### src/rtl/branch_pkg.sv
package branch_pkg;

    typedef enum logic [2:0] {
        TST_CNZ   = 3'd0,
        TST_CNZ_T = 3'd1,
        TST_CNZ_F = 3'd2,
        TST_CZ    = 3'd3,
        TST_CZ_T  = 3'd4,
        TST_CZ_F  = 3'd5,
        TST_BT    = 3'd6,
        TST_BF    = 3'd7
    } br_test_e;

    typedef enum logic [1:0] {
        TGT_EXT   = 2'd0,
        TGT_CTR   = 2'd1,
        TGT_LR    = 2'd2,
        TGT_EXT_B = 2'd3
    } br_tgt_e;

    typedef enum logic {
        RES_IDLE     = 1'b0,
        RES_RESOLVED = 1'b1
    } res_state_e;

endpackage

### src/rtl/branch_cond_eval.sv
module branch_cond_eval
    import branch_pkg::*;
#(
    parameter int W = 32
) (
    input  logic [2:0]   test_code,
    input  logic [W-1:0] ctr_eff,
    input  logic [W-1:0] cond_word,
    input  logic [W-1:0] cond_mask,
    output logic         taken
);
    logic ctr_zero;
    logic bit_set;
    br_test_e code;

    assign code     = br_test_e'(test_code);
    assign ctr_zero = (ctr_eff == '0);
    assign bit_set  = |(cond_word & cond_mask);

    always_comb begin
        taken = 1'b0;
        unique case (code)
            TST_CNZ:   taken = !ctr_zero;
            TST_CNZ_T: taken = !ctr_zero &&  bit_set;
            TST_CNZ_F: taken = !ctr_zero && !bit_set;
            TST_CZ:    taken =  ctr_zero;
            TST_CZ_T:  taken =  ctr_zero &&  bit_set;
            TST_CZ_F:  taken =  ctr_zero && !bit_set;
            TST_BT:    taken =  bit_set;
            TST_BF:    taken = !bit_set;
            default:   taken = 1'b0;
        endcase
    end
endmodule

### src/rtl/branch_spr_file.sv
module branch_spr_file #(
    parameter int W = 32
) (
    input  logic         clk,
    input  logic         rst_n,
    input  logic         dec_en,
    input  logic         link_en,
    input  logic [W-1:0] link_val,
    input  logic         mv_wr,
    input  logic         mv_sel,
    input  logic [W-1:0] mv_wdata,
    output logic [W-1:0] ctr_q,
    output logic [W-1:0] lr_q
);
    logic mv_ctr_wr;
    logic mv_lr_wr;

    assign mv_ctr_wr = mv_wr && !mv_sel;
    assign mv_lr_wr  = mv_wr &&  mv_sel;

    always_ff @(posedge clk or negedge rst_n) begin
        if (!rst_n) begin
            ctr_q <= '0;
        end else if (dec_en) begin
            ctr_q <= ctr_q - W'(1);
        end else if (mv_ctr_wr) begin
            ctr_q <= mv_wdata;
        end
    end

    always_ff @(posedge clk or negedge rst_n) begin
        if (!rst_n) begin
            lr_q <= '0;
        end else if (link_en) begin
            lr_q <= link_val;
        end else if (mv_lr_wr) begin
            lr_q <= mv_wdata;
        end
    end

    AST_CTR_DEC_ONE: assert property (@(posedge clk) disable iff (!rst_n)
        dec_en |=> (ctr_q == $past(ctr_q) - W'(1)));
    AST_LR_LINK_LOAD: assert property (@(posedge clk) disable iff (!rst_n)
        link_en |=> (lr_q == $past(link_val)));
    AST_CTR_MOVE_WRITE: assert property (@(posedge clk) disable iff (!rst_n)
        (mv_wr && !mv_sel && !dec_en) |=> (ctr_q == $past(mv_wdata)));
    AST_LR_MOVE_WRITE: assert property (@(posedge clk) disable iff (!rst_n)
        (mv_wr && mv_sel && !link_en) |=> (lr_q == $past(mv_wdata)));
    AST_CTR_HOLD: assert property (@(posedge clk) disable iff (!rst_n)
        (!dec_en && !(mv_wr && !mv_sel)) |=> $stable(ctr_q));
    AST_LR_HOLD: assert property (@(posedge clk) disable iff (!rst_n)
        (!link_en && !(mv_wr && mv_sel)) |=> $stable(lr_q));
endmodule

### src/rtl/branch_unit.sv
module branch_unit
    import branch_pkg::*;
#(
    parameter int W          = 32,
    parameter int ALIGN_BITS = 2
) (
    input  logic         clk,
    input  logic         rst_n,
    input  logic         br_valid,
    input  logic [2:0]   br_test,
    input  logic         br_dec,
    input  logic         br_link,
    input  logic [1:0]   br_tgt_sel,
    input  logic [31:0]  br_cond,
    input  logic [31:0]  br_mask,
    input  logic [31:0]  br_target,
    input  logic [31:0]  br_seq_addr,
    input  logic         mv_wr,
    input  logic         mv_sel,
    input  logic [31:0]  mv_wdata,
    output logic [31:0]  mv_rdata,
    output logic         res_valid,
    output logic         res_taken,
    output logic [31:0]  res_next_addr
);
    localparam logic [W-1:0] ALIGN_MASK = {{(W-ALIGN_BITS){1'b1}}, {ALIGN_BITS{1'b0}}};

    logic [W-1:0] ctr_q;
    logic [W-1:0] lr_q;
    logic [W-1:0] ctr_eff;
    logic [W-1:0] tgt_raw;
    logic [W-1:0] next_addr;
    logic         dec_en;
    logic         link_en;
    logic         cond_taken;
    res_state_e   state_q;
    res_state_e   state_d;
    logic         taken_q;
    logic [W-1:0] addr_q;

    assign dec_en  = br_valid && br_dec;
    assign link_en = br_valid && br_link;
    assign ctr_eff = br_dec ? (ctr_q - W'(1)) : ctr_q;

    branch_spr_file #(.W(W)) spr_i (
        .clk      (clk),
        .rst_n    (rst_n),
        .dec_en   (dec_en),
        .link_en  (link_en),
        .link_val (br_seq_addr),
        .mv_wr    (mv_wr),
        .mv_sel   (mv_sel),
        .mv_wdata (mv_wdata),
        .ctr_q    (ctr_q),
        .lr_q     (lr_q)
    );

    branch_cond_eval #(.W(W)) eval_i (
        .test_code (br_test),
        .ctr_eff   (ctr_eff),
        .cond_word (br_cond),
        .cond_mask (br_mask),
        .taken     (cond_taken)
    );

    always_comb begin
        unique case (br_tgt_e'(br_tgt_sel))
            TGT_CTR:   tgt_raw = ctr_q;
            TGT_LR:    tgt_raw = lr_q;
            TGT_EXT,
            TGT_EXT_B: tgt_raw = br_target;
            default:   tgt_raw = br_target;
        endcase
        next_addr = cond_taken ? (tgt_raw & ALIGN_MASK) : br_seq_addr;
        state_d   = br_valid ? RES_RESOLVED : RES_IDLE;
    end

    always_ff @(posedge clk or negedge rst_n) begin
        if (!rst_n) begin
            state_q <= RES_IDLE;
            taken_q <= 1'b0;
            addr_q  <= '0;
        end else begin
            state_q <= state_d;
            unique case (state_d)
                RES_RESOLVED: begin
                    taken_q <= cond_taken;
                    addr_q  <= next_addr;
                end
                RES_IDLE: begin
                    taken_q <= 1'b0;
                    addr_q  <= '0;
                end
                default: begin
                    taken_q <= 1'b0;
                    addr_q  <= '0;
                end
            endcase
        end
    end

    always_comb begin
        res_valid     = (state_q == RES_RESOLVED);
        res_taken     = taken_q;
        res_next_addr = addr_q;
        mv_rdata      = mv_sel ? lr_q : ctr_q;
    end

    AST_TAKEN_ALIGNED: assert property (@(posedge clk) disable iff (!rst_n)
        res_taken |-> (res_next_addr[ALIGN_BITS-1:0] == '0));
    AST_NOT_TAKEN_SEQ: assert property (@(posedge clk) disable iff (!rst_n)
        (br_valid && !cond_taken) |=> (res_next_addr == $past(br_seq_addr)));
    AST_RESOLVED_FOLLOWS: assert property (@(posedge clk) disable iff (!rst_n)
        br_valid |=> res_valid);
    AST_IDLE_FOLLOWS: assert property (@(posedge clk) disable iff (!rst_n)
        !br_valid |=> !res_valid);
    AST_IDLE_QUIET: assert property (@(posedge clk) disable iff (!rst_n)
        !res_valid |-> (!res_taken && res_next_addr == '0));
    AST_CZ_AFTER_DEC: assert property (@(posedge clk) disable iff (!rst_n)
        (br_valid && br_dec && br_test == 3'd3 && ctr_q == W'(1)) |=> res_taken);
endmodule

### config.mk
export PLATFORM = sky130hd
export DESIGN_NAME = branch_unit
export DESIGN_NICKNAME = d
export VERILOG_FILES = /design/src/rtl/branch_pkg.sv /design/src/rtl/branch_cond_eval.sv /design/src/rtl/branch_spr_file.sv /design/src/rtl/branch_unit.sv
export SDC_FILE = /design/constraint.sdc
export NUM_CORES = 1
export LEC_CHECK = 0
export ABC_AREA = 1
export ABC_CLOCK_PERIOD_IN_PS = 7300
export BUFFER_PORTS_ARGS = -buffer_cell sky130_fd_sc_hd__buf_2
export CORE_ASPECT_RATIO = 1.1
export CORE_MARGIN = 10
export CORE_UTILIZATION = 45
export DETAILED_ROUTE_END_ITERATION = 8
export PLACE_DENSITY = 0.7
export SETUP_SLACK_MARGIN = 0.05
export SYNTH_ARGS = -nofsm -noshare
export SYNTH_HDL_FRONTEND = slang
export SYNTH_HIERARCHICAL = 1
export SYNTH_SLANG_ARGS = --single-unit
### constraint.sdc
create_clock -name clk -period 7.3 [get_ports clk]
set_clock_uncertainty 0.1 [all_clocks]
set_input_delay 0.365 -clock clk [delete_from_list [all_inputs] [get_ports clk]]
set_output_delay 0.365 -clock clk [all_outputs]
set_load 0.01 [all_outputs]
== After elaboration in Yosys (flattened, before gate mapping) ==
Index checks and enable logic that the tools add are counted.
Word-level totals
  flip-flop bits (word level): 98
  bits in latches: 0
  RAM bits: 0
  bits in read-only memories: 0
  input bits: 172
  output and inout bits: 66
  memories kept: 0
Operators by class
  $add $sub $neg: 1
  $mul: 0
  div/mod/pow operators: 0
  magnitude comparators: 0
  eq/ne operators: 10
  shift-type cells: 0
  multiplexer cells: 12
  bitwise operators: 2
  reductions and logical operators: 18
Operators by type and width (count)
  $mux W32: 7
  $pmux W32 S3: 1
  $pmux W32 S2: 1
  $and A32 B32 Y32: 1
  $logic_not A32 Y1: 1
  $reduce_or A32 Y1: 1
  $sub A32 B1 Y32 const B: 1
  $eq A3 B3 Y1 const B: 4
  $logic_and A1 B1 Y1: 8
  $pmux W1 S8: 1
  $eq A3 B2 Y1 const B: 2
  $eq A2 B2 Y1 const B: 2
  $reduce_bool A2 Y1: 2
  $eq A3 B1 Y1 const B: 1
  $logic_not A1 Y1: 3
  $logic_not A3 Y1: 1
  $eq A2 B1 Y1 const B: 1
  $logic_not A2 Y1: 1
  $pmux W1 S2: 1
  $reduce_or A2 Y1: 1
  $mux W1: 1
  $not A1 Y1: 1

== Longest topological paths before layout ==
  depth after elaboration: 8
  gate-level depth with buffers: 23
  gate-level depth less buffers: 22

== Cells and area by module ==
Netlist, hierarchy kept.
By module, submodules not included
  branch_spr_file: times used 1, cells an instance 556, area each 3862.5 µm², sequential area each 1601.5 µm²
  branch_unit: times used 1, cells an instance 568, area each 3300.7 µm², sequential area each 850.8 µm²
  branch_cond_eval: times used 1, cells an instance 123, area each 503.0 µm², sequential area each 0.0 µm²

== Least setup slack after synthesis ==
No wires, ideal clock.
  path type: reg-to-reg
  from: register spr_i.ctr_q[1]
  to: register addr_q[0], in the netlist res_next_addr[0]
  library setup time: 0.072 ns
  data arrival time: 2.411 ns
  required time: 7.128 ns
  path slack: 4.717 ns
  cell stages (with the launch flop): 22
  path buffers: 1
  clock period less this slack: 2.583 ns
  cell sequence: dfrtp_1 -> inv_1 -> ha_1 -> nand2_2 -> nor2_4 -> nand3_4 -> nor2_4 -> nand2_1 -> nand2_1 -> nand2_1 -> nor2_1 -> nand2_1 -> nor2_1 -> nand2_1 -> o21ai_2 -> nor2_2 -> nor2_1 -> a21oi_1 -> inv_1 -> clkbuf_1 -> nand2_1 -> nor2_1
On the way
  longest elaborated chain between the ends: 8
Ends and longest elaborated chain
  start: declaration: RTL line branch_spr_file.sv:12  | output logic [W-1:0] ctr_q,
  start signal: assignment: RTL line branch_spr_file.sv:25  | ctr_q <= ctr_q - W'(1);
  start signal: assignment: RTL line branch_spr_file.sv:27  | ctr_q <= mv_wdata;
  $sub A32 B1 Y32 *: RTL line branch_unit.sv:43  | assign ctr_eff = br_dec ? (ctr_q - W'(1)) : ctr_q;
  $mux W32 *: RTL line branch_unit.sv:43
  via ctr_eff[22]: RTL line branch_unit.sv:30  | logic [W-1:0] ctr_eff;
  $logic_not A32 Y1 *: RTL line branch_cond_eval.sv:17  | assign ctr_zero = (ctr_eff == '0);
  $logic_not A1 Y1: RTL line branch_cond_eval.sv:23, branch_cond_eval.sv:24, branch_cond_eval.sv:25
  $logic_and A1 B1 Y1, on equally long branches: RTL line branch_cond_eval.sv:25, branch_cond_eval.sv:24
  $pmux W1 S8 *: RTL line branch_cond_eval.sv:22  | unique case (code)
  via cond_taken: RTL line branch_unit.sv:35  | logic cond_taken;
  $mux W32 *: RTL line branch_unit.sv:74  | next_addr = cond_taken ? (tgt_raw & ALIGN_MASK) : br_seq_addr;
  $pmux W32 S2 *: RTL line branch_unit.sv:85  | unique case (state_d)
  end signal: assignment: RTL line branch_unit.sv:88  | addr_q <= next_addr;
  end: declaration: RTL line branch_unit.sv:39  | logic [W-1:0] addr_q;
Mark *: on every way through the listed nets, which the timed path passes. The rest lies on a longest branch.
A chain may end at the register's enable or synchronous reset.

== Worst setup path after layout ==
  from: register spr_i.ctr_q[2]
  to: register addr_q[29], in the netlist res_next_addr[29]
The elaborated chain is that of the path after synthesis.

==> metrics.md <==
| Metric | Value |
|---|---|
| Status | `finished, final reports clean` |
| Initial antenna violation count | `0` |
| Cell leakage power | `about 5 nW` |
| Post-synth ARST share | `between 90% and 100%` |
| Drt total wl | `~31,000 um` |
| Min Hold Slack | `0.120 ns` |
| Total GRT Usage | `between 20% and 30%` |
| Area of the core | `between 15,000 and 20,000 sq um` |
| Multi-input gate area | `approximately 4600 sq um` |
| Post-synth EDFFs | `0` |
| Slew headroom | `between 10% and 20%` |
| Gp weighted congestion | `approximately 0.96` |
| Reg area | `between 2000 and 2500 sq um` |
| Yosys reg bits | `98` |
| Max H-tree Level | `3` |
| Vias | `roughly 9,000` |
| Clock transition at path regs | `0.07 ns` |
| Worst-Margin Slew | `about 1.2 ns` |
| Clk sinks | `a little under 100` |
| Seq pwr share | `about two fifths` |
| Setup CP Type | `reg -> reg` |
| Top_reg_cell synth | `dfrtp_1` |
| Die width | `144 um` |
| Largest net degree at the start of global routing | `between 70 and 80` |
| Row cnt | `50` |
| Skew-Pair Late Insertion Delay | `0.37 ns` |
| Drt drc | `0` |
| DR iter-0 viols | `~960` |
| Final TNS setup | `0 ns` |
| CTS tree | `built` |
| Global-route wire length before repair | `46,700 um` |
| Initial Util | `45.4%` |
| Die area | `approximately 23,000 sq um` |
| Final hold vios | `0` |
| Clock power share | `a little over a quarter` |
| Seq/Total Area, Yosys | `a little under a third` |
| Vias in the first global route | `8,539` |
| Gate power share | `32.5%` |
| CP Launch Type | `flip-flop` |
| Final setup vio count | `0` |
| Layout area overhead | `20.5%` |
| Hold Crit Class | `in -> reg` |
| YS warnings | `6` |
| Total CTS buffers | `9` |
| Syn nets | `1,423` |
| P per Cell Area | `199 nW/um^2` |
| Die height | `between 150 and 200 um` |
| Vias per Instance | `around 5.4` |
| DR WL/cell | `approximately 19 um` |
| Gr ovfl total | `0` |
| Max Transition Viols Final | `0` |
| Worst EP required | `7.43 ns` |
| Nets | `between 1,500 and 2,000` |
| Worst Setup End Kind | `flip-flop` |
| CTS root buf | `clkbuf_16` |
| Switching part of the total | `~40%` |
| Final HPWL DP | `~23,000 um` |
| Fill cells | `between 1,500 and 2,000` |
| Longest Clk Path Bufs | `2` |
| I/O pins | `238` |
| Synthesized cell area | `7670 sq um` |
| RSZ-0062 raised after global routing | `false` |
| PortBufs | `around 240` |
| Share of cells above drive strength 1 | `22.1%` |
| Syn Area/Cell | `between 6 and 7 sq um` |
| Crit path time final | `just under 4 ns` |
| Worst EP arrival | `roughly 4.1 ns` |
| First-pass iteration count of the detailed router | `7` |
| Fmax | `between 200 and 300 MHz` |
| Antenna cells | `0` |
| Period Utilization, post-route | `between 50% and 60%` |
| Worst ir drop on vdd | `0.000107 V` |
| Synth unique cells | `40` |
| Antenna Nets Post-Route | `0` |
| Placed instance area | `8930 sq um` |
| Worst Path Max Fanout | `30` |
| Fin area | `~9000 sq um` |
| Total of max-cap violations | `0` |
| Pint | `between 0.001 and 0.0015 W` |
| Post-Syn Instances | `between 1,000 and 1,500` |
| Switching pwr | `approximately 0.00074 W` |
## layout by cell type, fill, tap and decap left out, drive strengths merged
master,count
clkinvlp,1
bufinv,1
dlygate4sd3,1
o211ai,5
nor2b,1
dfrtp,98
nor2,186
a32oi,1
o21bai,2
ha,4
nand2,458
nor3,10
o22ai,3
o21ai,120
nand3,96
clkinv,2
clkbuf,11
nand4,7
xor2,15
a21oi,37
buf,242
a32o,2
nand3b,1
or2,1
o311ai,1
a221oi,1
a31oi,32
inv,116
## repair_timing
action,CTS,global route
hold endpoints to repair,23,0
hold buffers,1,0
resized for setup,0,0
setup buffers,0,0
## layer usage
layer  up-vias  track usage (%)  part of all wire [%]
met4         0             7.23                   1.6
met1      4184             32.9                    40
met2       377             45.7                    49
met5         -                0                     0
met3        30             4.49                   8.6
li1       4391                -                     -
## final cells by class
type	instances	area share (%)
flip-flops and latches	98	26.5
repair buffers	243	13.4
inverters	116	4.71
well taps	208	2.82
clock inverters	4	0.555
multi-input cells	983	49.3
clock buffers	11	2.63
## cells in the mapped netlist, types with 2 or more instances
cell type	count	area share (%)
nand2_1	446	22
nor2_1	149	7.3
inv_1	106	5.2
o21ai_0	106	6.9
dfrtp_1	98	32
nand3_1	93	6.1
a21oi_1	37	2.4
a31oi_1	32	2.6
clkbuf_1	28	1.4
nor2_2	22	1.8
buf_2	18	1.2
xor2_1	15	1.7
nor2_4	14	2.1
o21ai_1	13	0.85
inv_2	9	0.44
nand2_2	9	0.73
nor3_1	9	0.59
nand4_1	7	0.57
o211ai_1	5	0.49
ha_1	4	0.65
nand2_4	3	0.44
o22ai_1	3	0.24
a32o_1	2	0.26
buf_4	2	0.20
nand3_2	2	0.26
## flip-flops by register name, indices dropped and copies added (netlist names)
| register | count |
|---|---|
| res_next_addr | 32 |
| spr_i/ctr_q | 32 |
| spr_i/lr_q | 32 |
| res_taken | 1 |
| res_valid | 1 |
## path summary, 6_finish.rpt
path,slack [ns],end,from,cells past startpoint
min in group asynchronous,0.34,spr_i/ctr_q[7],rst_n,2
setup reg to reg,3.38,res_next_addr[29],spr_i/ctr_q[2],19
max in group asynchronous,5.45,res_next_addr[27],rst_n,3
hold reg to reg,0.47,spr_i/lr_q[13],spr_i/lr_q[13],2
setup / recovery,3.38,res_next_addr[29],spr_i/ctr_q[2],19
hold / removal,0.12,res_next_addr[0],br_seq_addr[0],3
## per-stage QoR
step	power, W	setup slack (ns)	utilization (%)	std cells
global placement	0.00132	3.53	52.9	1647
detailed placement	0.00133	3.51	52.9	1647
global route	0.00194	3.00	54.7	1663
finish	0.00183	3.38	54.7	1663
CTS	0.00183	3.50	54.7	1663
floorplan	0.00108	4.72	-	1247
## power groups by stage
| stage | clock (W) | combinational [W] | sequential, W |
|---|---|---|---|
| 6_report | 0.000502 | 0.000596 | 0.000737 |
| 3_3_place_gp | 0 | 0.000583 | 0.000740 |
| 4_1_cts | 0.000505 | 0.000594 | 0.000732 |
| 2_1_floorplan | 0 | 0.000373 | 0.000706 |
| 3_5_place_dp | 0 | 0.000591 | 0.000743 |
| 5_1_grt | 0.000525 | 0.000671 | 0.000747 |
## cell families after synthesis
kind of cell | count (synthesis) | synth area share, %
and+or+nand+nor | 760 | 42.5
DFF | 98 | 32.0
adders and majority gates | 4 | 0.653
AOI/OAI and AO/OA | 204 | 14.5
buffers and inverters | 166 | 8.62
xor gates and xnor gates | 15 | 1.71
## critical path: stages (launching register included)
cell and delay, ns:
dfrtp_1 0.51, inv_1 0.19, nand2_1 0.07, nor2_1 0.16, nand2_1 0.14, nor2_1 0.29, nand3_1 0.11, nand2_1 0.08
nand2_1 0.06, nor2_1 0.10, nand2_1 0.05, nor2_1 0.12, nand2_1 0.13, nor2_1 0.13, nand2_1 0.06, a21oi_1 0.16
nand2_1 0.09, inv_1 0.70, o21ai_0 0.18, o21ai_0 0.36
Power figures use the tool's default switching activity.
